[src/rtl/hz_pkg.sv]
package hz_pkg;
  localparam int OPW  = 4;
  localparam int RW   = 4;
  localparam int NSTG = 5;

  localparam logic [OPW-1:0] OP_NOP  = 4'h0;
  localparam logic [OPW-1:0] OP_LOAD = 4'h5;
  localparam logic [OPW-1:0] OP_JCC  = 4'h7;
  localparam logic [OPW-1:0] OP_RET  = 4'h9;
  localparam logic [OPW-1:0] OP_POP  = 4'hB;
  localparam logic [RW-1:0]  REG_NONE = 4'hF;

  typedef enum int {ST_F = 0, ST_D = 1, ST_E = 2, ST_M = 3, ST_W = 4} stage_e;
endpackage

[src/rtl/hz_detect.sv]
module hz_detect
  import hz_pkg::*;
(
  input  logic [OPW-1:0] d_op,
  input  logic [OPW-1:0] e_op,
  input  logic [OPW-1:0] m_op,
  input  logic [RW-1:0]  e_mdst,
  input  logic [RW-1:0]  d_src_a,
  input  logic [RW-1:0]  d_src_b,
  input  logic           e_cond_ok,
  output logic           load_use,
  output logic           ret_busy,
  output logic           mispred
);
  localparam int NSRC = 2;

  logic [RW-1:0]   srcs [NSRC];
  logic [NSRC-1:0] src_hit;
  logic            e_is_mem;

  assign srcs[0] = d_src_a;
  assign srcs[1] = d_src_b;

  for (genvar s = 0; s < NSRC; s++) begin : g_src
    assign src_hit[s] = (e_mdst != REG_NONE) && (srcs[s] == e_mdst);
  end

  always_comb begin
    e_is_mem = (e_op == OP_LOAD) || (e_op == OP_POP);
    load_use = e_is_mem && (|src_hit);
    ret_busy = (d_op == OP_RET) || (e_op == OP_RET) || (m_op == OP_RET);
    mispred  = (e_op == OP_JCC) && !e_cond_ok;
  end
endmodule

[src/rtl/hz_policy.sv]
module hz_policy
  import hz_pkg::*;
(
  input  logic            load_use,
  input  logic            ret_busy,
  input  logic            mispred,
  output logic [NSTG-1:0] stall,
  output logic [NSTG-1:0] bubble
);
  always_comb begin
    stall  = '0;
    bubble = '0;
    stall[ST_F]  = load_use | ret_busy;
    stall[ST_D]  = load_use;
    bubble[ST_D] = mispred | (ret_busy & ~load_use);
    bubble[ST_E] = mispred | load_use;
  end
endmodule

[src/rtl/hz_stage_reg.sv]
module hz_stage_reg #(
  parameter int PW = 8
) (
  input  logic          clk,
  input  logic          rst_n,
  input  logic          stall,
  input  logic          bubble,
  input  logic [PW-1:0] d,
  output logic [PW-1:0] q,
  output logic          vld,
  output logic          dual
);
  logic [PW-1:0] q_nx;
  logic          vld_nx;
  logic          en;

  always_comb begin
    dual   = stall & bubble;
    en     = ~stall;
    q_nx   = bubble ? '0 : d;
    vld_nx = ~bubble;
  end

  always_ff @(posedge clk or negedge rst_n) begin
    if (!rst_n) begin
      q   <= '0;
      vld <= 1'b0;
    end else if (en) begin
      q   <= q_nx;
      vld <= vld_nx;
    end
  end


  hold_chk: assert property (@(posedge clk) disable iff (!rst_n)
    stall |=> ($stable(q) && $stable(vld)));


  empty_slot_chk: assert property (@(posedge clk) disable iff (!rst_n)
    (bubble && !stall) |=> (!vld && q == '0));


  pass_chk: assert property (@(posedge clk) disable iff (!rst_n)
    (!bubble && !stall) |=> (vld && q == $past(d)));
endmodule

[src/rtl/pipe_hazard_ctrl.sv]
module pipe_hazard_ctrl
  import hz_pkg::*;
#(
  parameter int PW = 8
) (
  input  logic                 clk,
  input  logic                 rst_n,
  input  logic [OPW-1:0]       d_op,
  input  logic [OPW-1:0]       e_op,
  input  logic [OPW-1:0]       m_op,
  input  logic [RW-1:0]        e_mdst,
  input  logic [RW-1:0]        d_src_a,
  input  logic [RW-1:0]        d_src_b,
  input  logic                 e_cond_ok,
  output logic [NSTG-1:0]      stall,
  output logic [NSTG-1:0]      bubble,
  input  logic [NSTG*PW-1:0]   stage_in,
  output logic [NSTG*PW-1:0]   stage_q,
  output logic [NSTG-1:0]      stage_vld,
  output logic                 ctl_err
);
  logic [1:0]      rst_pipe;
  logic            rst_sync;
  logic            load_use, ret_busy, mispred;
  logic [NSTG-1:0] dual;
  logic            err_nx;

  always_ff @(posedge clk or negedge rst_n) begin
    if (!rst_n) rst_pipe <= 2'b00;
    else        rst_pipe <= {rst_pipe[0], 1'b1};
  end
  assign rst_sync = rst_pipe[1];

  hz_detect u_detect (
    .d_op(d_op), .e_op(e_op), .m_op(m_op), .e_mdst(e_mdst),
    .d_src_a(d_src_a), .d_src_b(d_src_b), .e_cond_ok(e_cond_ok),
    .load_use(load_use), .ret_busy(ret_busy), .mispred(mispred)
  );

  hz_policy u_policy (
    .load_use(load_use), .ret_busy(ret_busy), .mispred(mispred),
    .stall(stall), .bubble(bubble)
  );

  for (genvar i = 0; i < NSTG; i++) begin : g_stage
    hz_stage_reg #(.PW(PW)) u_reg (
      .clk(clk), .rst_n(rst_sync),
      .stall(stall[i]), .bubble(bubble[i]),
      .d(stage_in[i*PW +: PW]), .q(stage_q[i*PW +: PW]),
      .vld(stage_vld[i]), .dual(dual[i])
    );
  end

  always_comb err_nx = ctl_err | (|dual);

  always_ff @(posedge clk or negedge rst_sync) begin
    if (!rst_sync) ctl_err <= 1'b0;
    else           ctl_err <= err_nx;
  end


  no_dual_chk: assert property (@(posedge clk) disable iff (!rst_sync)
    (stall & bubble) == '0);


  err_quiet_chk: assert property (@(posedge clk) disable iff (!rst_sync)
    !ctl_err);


  mw_normal_chk: assert property (@(posedge clk) disable iff (!rst_sync)
    (stall[ST_W:ST_M] == '0) && (bubble[ST_W:ST_M] == '0));


  dec_hold_chk: assert property (@(posedge clk) disable iff (!rst_sync)
    stall[ST_D] |-> (stall[ST_F] && bubble[ST_E] && !bubble[ST_D]));


  ret_fetch_chk: assert property (@(posedge clk) disable iff (!rst_sync)
    (d_op == OP_RET || e_op == OP_RET || m_op == OP_RET) |-> stall[ST_F]);


  none_reg_chk: assert property (@(posedge clk) disable iff (!rst_sync)
    (e_mdst == REG_NONE) |-> !stall[ST_D]);
endmodule

[config.mk]
export PLATFORM = sky130hd
export DESIGN_NAME = pipe_hazard_ctrl
export DESIGN_NICKNAME = d
export VERILOG_FILES = /design/src/rtl/hz_pkg.sv /design/src/rtl/hz_detect.sv /design/src/rtl/hz_policy.sv /design/src/rtl/hz_stage_reg.sv /design/src/rtl/pipe_hazard_ctrl.sv
export SDC_FILE = /design/constraint.sdc
export NUM_CORES = 1
export LEC_CHECK = 0
export BUFFER_PORTS_ARGS = -buffer_cell sky130_fd_sc_hd__buf_2
export CAP_MARGIN = 30
export CELL_PAD_IN_SITES_DETAIL_PLACEMENT = 0
export CELL_PAD_IN_SITES_GLOBAL_PLACEMENT = 1
export CORE_MARGIN = 2
export CORE_UTILIZATION = 25
export DETAILED_ROUTE_END_ITERATION = 8
export GPL_TIMING_DRIVEN = 0
export MAX_ROUTING_LAYER = met4
export PLACE_DENSITY_LB_ADDON = 0.2
export SYNTH_ARGS = -nofsm -noshare
export SYNTH_HDL_FRONTEND = slang
export SYNTH_SLANG_ARGS = --single-unit
[constraint.sdc]
create_clock -name clk -period 1.6 [get_ports clk]
set_input_delay 0 -clock clk [delete_from_list [all_inputs] [get_ports clk]]
set_output_delay 0 -clock clk [all_outputs]
set_load 0.02 [all_outputs]
# Yosys cells after proc, flatten, opt, wreduce, memory -nomap -nowiden
# Cells that the tools add are included.
dict set report totals {
  rom_bits 0
  reg_bits 47
  ramBits 0
  n_memories 0
  latchBits 0
  elab_cells 40
}
dict set report op_classes {
  n_mul 0
  shifts 0
  eq_ne 9
  order_cmp 0
  div_mod_pow 0
  reduce_logical 9
  muxes 2
  addsub 0
  n_bitwise 9
}
# op n
set op_table {}
lappend op_table {{equality test 4 bit (second input constant)} 4}
lappend op_table {{2-to-1 mux 8 bit} 2}
lappend op_table {{equality test 4 x 3 -> 1 bit (second input constant)} 2}
lappend op_table {{equality test 4 bit} 2}
lappend op_table {{logical AND 1 bit} 4}
lappend op_table {{!= test 4 bit (second input constant)} 1}
lappend op_table {{OR 1 bit} 4}
lappend op_table {{logical OR 1 bit} 3}
lappend op_table {{inverter 1 bit} 3}
lappend op_table {{AND 1 bit} 2}
lappend op_table {{OR reduction 2 bit} 1}
lappend op_table {{zero test 1 bit} 1}

# Longest topological paths before layout
dict set report logic_depth {
  depth_word 9
  depth_mapped 7
  ltp_nobuf 5
}

# Hierarchy
# From an unflattened synthesis, not the netlist that was laid out.
dict set report hier_totals {
  cells_unflattened 205
  area_unflattened_um2 2282.2
}
# mod area_per_inst_um2 cells_each instances seq_area_each_um2
set by_module_without_submodules {}
lappend by_module_without_submodules {hz_stage_reg 387.9 33 5 225.2}
lappend by_module_without_submodules {hz_detect 170.2 21 1 0.0}
lappend by_module_without_submodules {pipe_hazard_ctrl 92.6 7 1 75.1}
lappend by_module_without_submodules {hz_policy 80.1 12 1 0.0}

# Least setup slack after synthesis
# OpenSTA, ideal clock, no wires.
dict set report synth_timing {
  kind {input -> register}
  startpoint {input port e_mdst[1]}
  endpoint {register g_stage[0].u_reg.q[0]}
  t_arrival_ps 1193
  path_stages 6
  setup_ps 125
  setup_slack_ps 282
  cell_sequence {xor2_1 nor4_1 o2111a_2 nand2b_4 buf_8 mux2_4}
}
dict set report synth_via {
  elab_chain_cells 5
  word_cells_on_any_way 8
}
# item line
set synth_lines {}
lappend synth_lines {{start: declaration} pipe_hazard_ctrl.sv:11} ;# input logic [RW-1:0] e_mdst,
lappend synth_lines {{!= test 4 bit or equality test 4 bit (tied branches)} hz_detect.sv:25} ;# assign src_hit[s] = (e_mdst != REG_NONE) && (srcs[s] == e_mdst);
lappend synth_lines {{logical AND 1 bit} hz_detect.sv:25}
lappend synth_lines {{OR reduction 2 bit (*)} hz_detect.sv:30} ;# load_use = e_is_mem && (|src_hit);
lappend synth_lines {{logical AND 1 bit (*)} hz_detect.sv:30}
lappend synth_lines {{OR 1 bit (*)} hz_policy.sv:13} ;# stall[ST_F] = load_use | ret_busy;
lappend synth_lines {{net g_stage[0].u_reg.stall} hz_stage_reg.sv:6} ;# input logic stall,
lappend synth_lines {{end signal: assignment} hz_stage_reg.sv:29} ;# q <= q_nx;
lappend synth_lines {{end: declaration} hz_stage_reg.sv:9} ;# output logic [PW-1:0] q,
# Mark *: on every way through the listed nets, which the timed path passes. The rest lies on a longest branch.
# A chain may end at the register's enable or synchronous reset.

# Worst setup path after layout
dict set report layout_timing {
  startpoint {input port e_mdst[1]}
  endpoint {output port bubble[1]}
}
dict set report layout_via {
  elab_chain_cells 7
  word_cells_on_any_way 10
}
# item line
set layout_lines {}
lappend layout_lines {{!= test 4 bit or equality test 4 bit (tied branches)} hz_detect.sv:25}
lappend layout_lines {{logical AND 1 bit} hz_detect.sv:25}
lappend layout_lines {{OR reduction 2 bit (*)} hz_detect.sv:30}
lappend layout_lines {{logical AND 1 bit (*)} hz_detect.sv:30}
lappend layout_lines {{inverter 1 bit (*)} --}
lappend layout_lines {{AND 1 bit (*)} hz_policy.sv:15} ;# bubble[ST_D] = mispred | (ret_busy & ~load_use);
lappend layout_lines {{OR 1 bit (*)} hz_policy.sv:15}
lappend layout_lines {{end: declaration} pipe_hazard_ctrl.sv:16} ;# output logic [NSTG-1:0] bubble,
# Every way passes the cells marked *; elsewhere a longest branch is shown, timed or not.

==> flow_metrics.py <==
metrics = {
    "clock_network": {
        "cts_root_buf": "clkbuf_8",
        "cts_buffers": 5,
        "post_cts_buffers": 0,
        "cts_max_path_buffers": 2,
        "htreeDepth": 2,
        "clk_pin_slew_ns": 0.08,
        "cts_tree": "yes",
        "clock_sinks": 47,
        "worstSkewPairLatency_ns": 0.29,
    },
    "place": {
        "portBuffers": 116,
        "hpwl_mm": 3.23,
        "postPlaceCellArea_um2": 2580,
        "gp_congestion": 0.674,
        "detailedPlace.worstSlack_ns": -0.0950,
    },
    "yosys": {
        "async_flop_share_pct": 100,
        "synth_area_leader_cell": "dfrtp_1",
        "synth-edff-count": 0,
        "avgSynthCellArea_um2": 13.2,
        "synth_area_um2": 1830,
        "synth_warnings": 0,
        "yosysUniqueCellTypes": 25,
        "ys_seq_area_share_pct": 64.4,
        "yosys-top-cells-count": "dfrtp_1 (47), buf_4 (17), nand2_1 (17), and2_1 (9)",
        "yosysMostFrequentCell": "dfrtp_1",
        "yosysTopAreaCellShare_pct": 64.4,
        "syn_inst": 138,
        "ys_ff_latch": 47,
        "synth_ff_type": "dfrtp_1",
        "synth_area_leaders": "dfrtp_1 (64%), buf_4 (7.0%), mux2_4 (6.6%)",
    },
    "worst_hold_path": {
        "min_path_type": "in -> async",
    },
    "die": {
        "core_um2": 7180,
        "die_w_um": 89.5,
        "ios": 123,
        "start_util_pct": 25.4,
        "fp.dieH_um": 89.5,
        "rows": 31,
        "die-area_um2": 8000,
    },
    "worst_setup_path": {
        "critPathMaxFanout": 19,
        "criticalPathCategory": "in -> out",
        "reg2reg_to": "g_stage[1].u_reg.q[3]$_DFFE_PN0N_",
        "reg2reg_from": "rst_pipe[1]$_DFF_PN0_",
        "cp-end-kind": "output port",
        "cpMaxStageDelayCell": "nor4_2",
        "critPathLaunchType": "primary input",
        "reg2reg_depth": 1,
        "max_stage_delay_ns": 0.29,
        "worst_ep_required_time_ns": 1.60,
        "crit_chain": "buf_2, xor2_1, nor4_2, o2111a_2, buf_4, o21ai_0, buf_4, buf_2",
        "r2r_slack_ns": 0.80,
        "cp.arrival_ns": 1.47,
    },
    "cells_and_area": {
        "drive_gt1_share_pct": 50.5,
        "diodes": 0,
        "nets": 375,
        "areaGrowthSynthToFinish_pct": 68.5,
        "post-route-util_pct": 42.9,
        "postLayoutCellArea_um2": 3080,
    },
    "routing": {
        "drc": 0,
        "first_iter_violations": 23,
        "ant_nets": 0,
        "num_vias": 1541,
        "wl_mm": 4.52,
        "routedWlPerCell_um": 11.1,
        "first_pass_iters": 2,
        "viasPerCell": 3.78,
    },
    "sta": {
        "fin_ws_ns": 0.125,
        "slew_viol_final": 0,
        "fmax_mhz": 678,
        "min_period_ns": 1.47,
        "setup_viol_count_final": 0,
        "rsz0062_at_grt": "false",
        "worstMarginPinSlew_ns": 0.603,
        "post-route-period-util_pct": 92.2,
        "hold_violations": 0,
        "slew_headroom_pct": 59.8,
        "worst_clock_skew_ns": 0.00341,
        "fin_setup_tns_ns": 0,
    },
    "power_and_ir_drop": {
        "powerDensity_nw_per_um2": 827,
        "power_uw": 2540,
        "leakagePower_uw": 0.00156,
        "vdd_drop_max_mv": 0.345,
    },
    "global_route": {
        "use_met2_pct": 17.3,
        "use_met1_pct": 13.4,
        "grt_pass1_wl_mm": 6.51,
        "grt_usage_pct": 11.0,
        "grt.busiest_layer": "met2",
        "grt_max_degree": 27,
        "grt_pass1_vias": 1417,
        "use_met3_pct": 3.42,
        "antenna_found_initial": 0,
        "globalRoute.totalOverflow": 0,
    },
    "job": {
        "max_cap_viol_count": 0,
    },
    "run_status": {
        "status": "completed",
    },
}
-- how the worst max path moves through the flow --
stage,endpoint,slack [ns],cells past startpoint,startpoint
2_1_floorplan,ctl_err$_DFF_PN0_,0.19,0,rst_pipe[1]$_DFF_PN0_
3_3_place_gp,g_stage[2].u_reg.q[5]$_DFF_PN0_,-0.40,0,rst_pipe[1]$_DFF_PN0_
3_5_place_dp,bubble[1],-0.1,9,e_mdst[1]
4_1_cts,bubble[1],0.1,8,e_mdst[1]
5_1_grt,bubble[1],0.04,8,e_mdst[1]
6_report,bubble[1],0.13,8,e_mdst[1]
-- cells in the final DEF, fill, tap and decap left out, drive strengths merged --
cell type    Yosys  routed
and2             9       9
buf             19     135
clkbuf           2       8
clkinv           0       2
conb             2       8
dfrtp           47      47
dlygate4sd3      0      41
inv              1       1
mux2             9       9
nand2           17      17
nand2b           3       3
nand4            2       2
nor2             1       1
nor2b            1       1
nor3             1       1
nor4             2       2
nor4bb           3       3
o2111a           1       1
o21ai            9       9
o22ai            1       1
xor2             8       8
-- per-stage QoR --
step | instances | hold WS [ns]
detailed placement | 360 | -0.212
global route | 408 | 0.0247
finish | 408 | 0.0385
floorplan | 144 | -0.296
global placement | 359 | -0.214
CTS | 408 | 0.0211
-- cell families after synthesis --
group / Yosys count / synth area share [%]
flops: 47 / 64.4
simple gates: 39 / 11.9
buf+inv: 22 / 8.77
compound gates: 11 / 3.50
mux: 9 / 7.20
xor+xnor: 8 / 3.84
other cells: 2 / 0.411
-- layout make-up --
type,instances,area (um^2)
fill,693,4100
sequential,47,1180
timing repair buffer,158,1020
multi-input combinational,75,518
buffer,20,149
tap,99,124
clock buffer,6,72.6
clock inverter,2,13.8
inverter,1,3.75
-- metal layers --
layer  share of wire (%)  routed length (um)  vias to the layer above
li1                    -                   -                      764
met1                  42                1910                      690
met2                  47                2140                       83
met3                 9.3                 420                        4
met4                 1.1                  48                        0
met5                   0                   0                        -
-- what timing repair did --
action / in CTS / in global routing
hold endpoints to repair: 42 / 0
resized for setup: 1 / 0
hold buffers: 41 / 0
endpoints found under the setup margin: 1 / 0
-- report_power, final --
| group | total [uW] | internal (uW) | switching (uW) |
|---|---|---|---|
| Sequential | 1310 | 1260 | 41.3 |
| Combinational | 544 | 280 | 264 |
| Clock | 694 | 309 | 385 |
| Total | 2540 | 1850 | 691 |
-- worst max-delay path, delay by kind of cell --
family,cells,cell delay [ns]
and+or+nand+nor,1,0.29
xor gates and xnor gates,1,0.17
AOI/OAI and AO/OA,2,0.38
buffers and inverters,4,0.64
-- registers in the layout, indices dropped and copies added, names as in the netlist --
name / count
g_stage.u_reg.q: 40
g_stage.u_reg.vld: 4
rst_pipe: 2
ctl_err: 1
No activity file was read; power rests on OpenSTA's default activity.
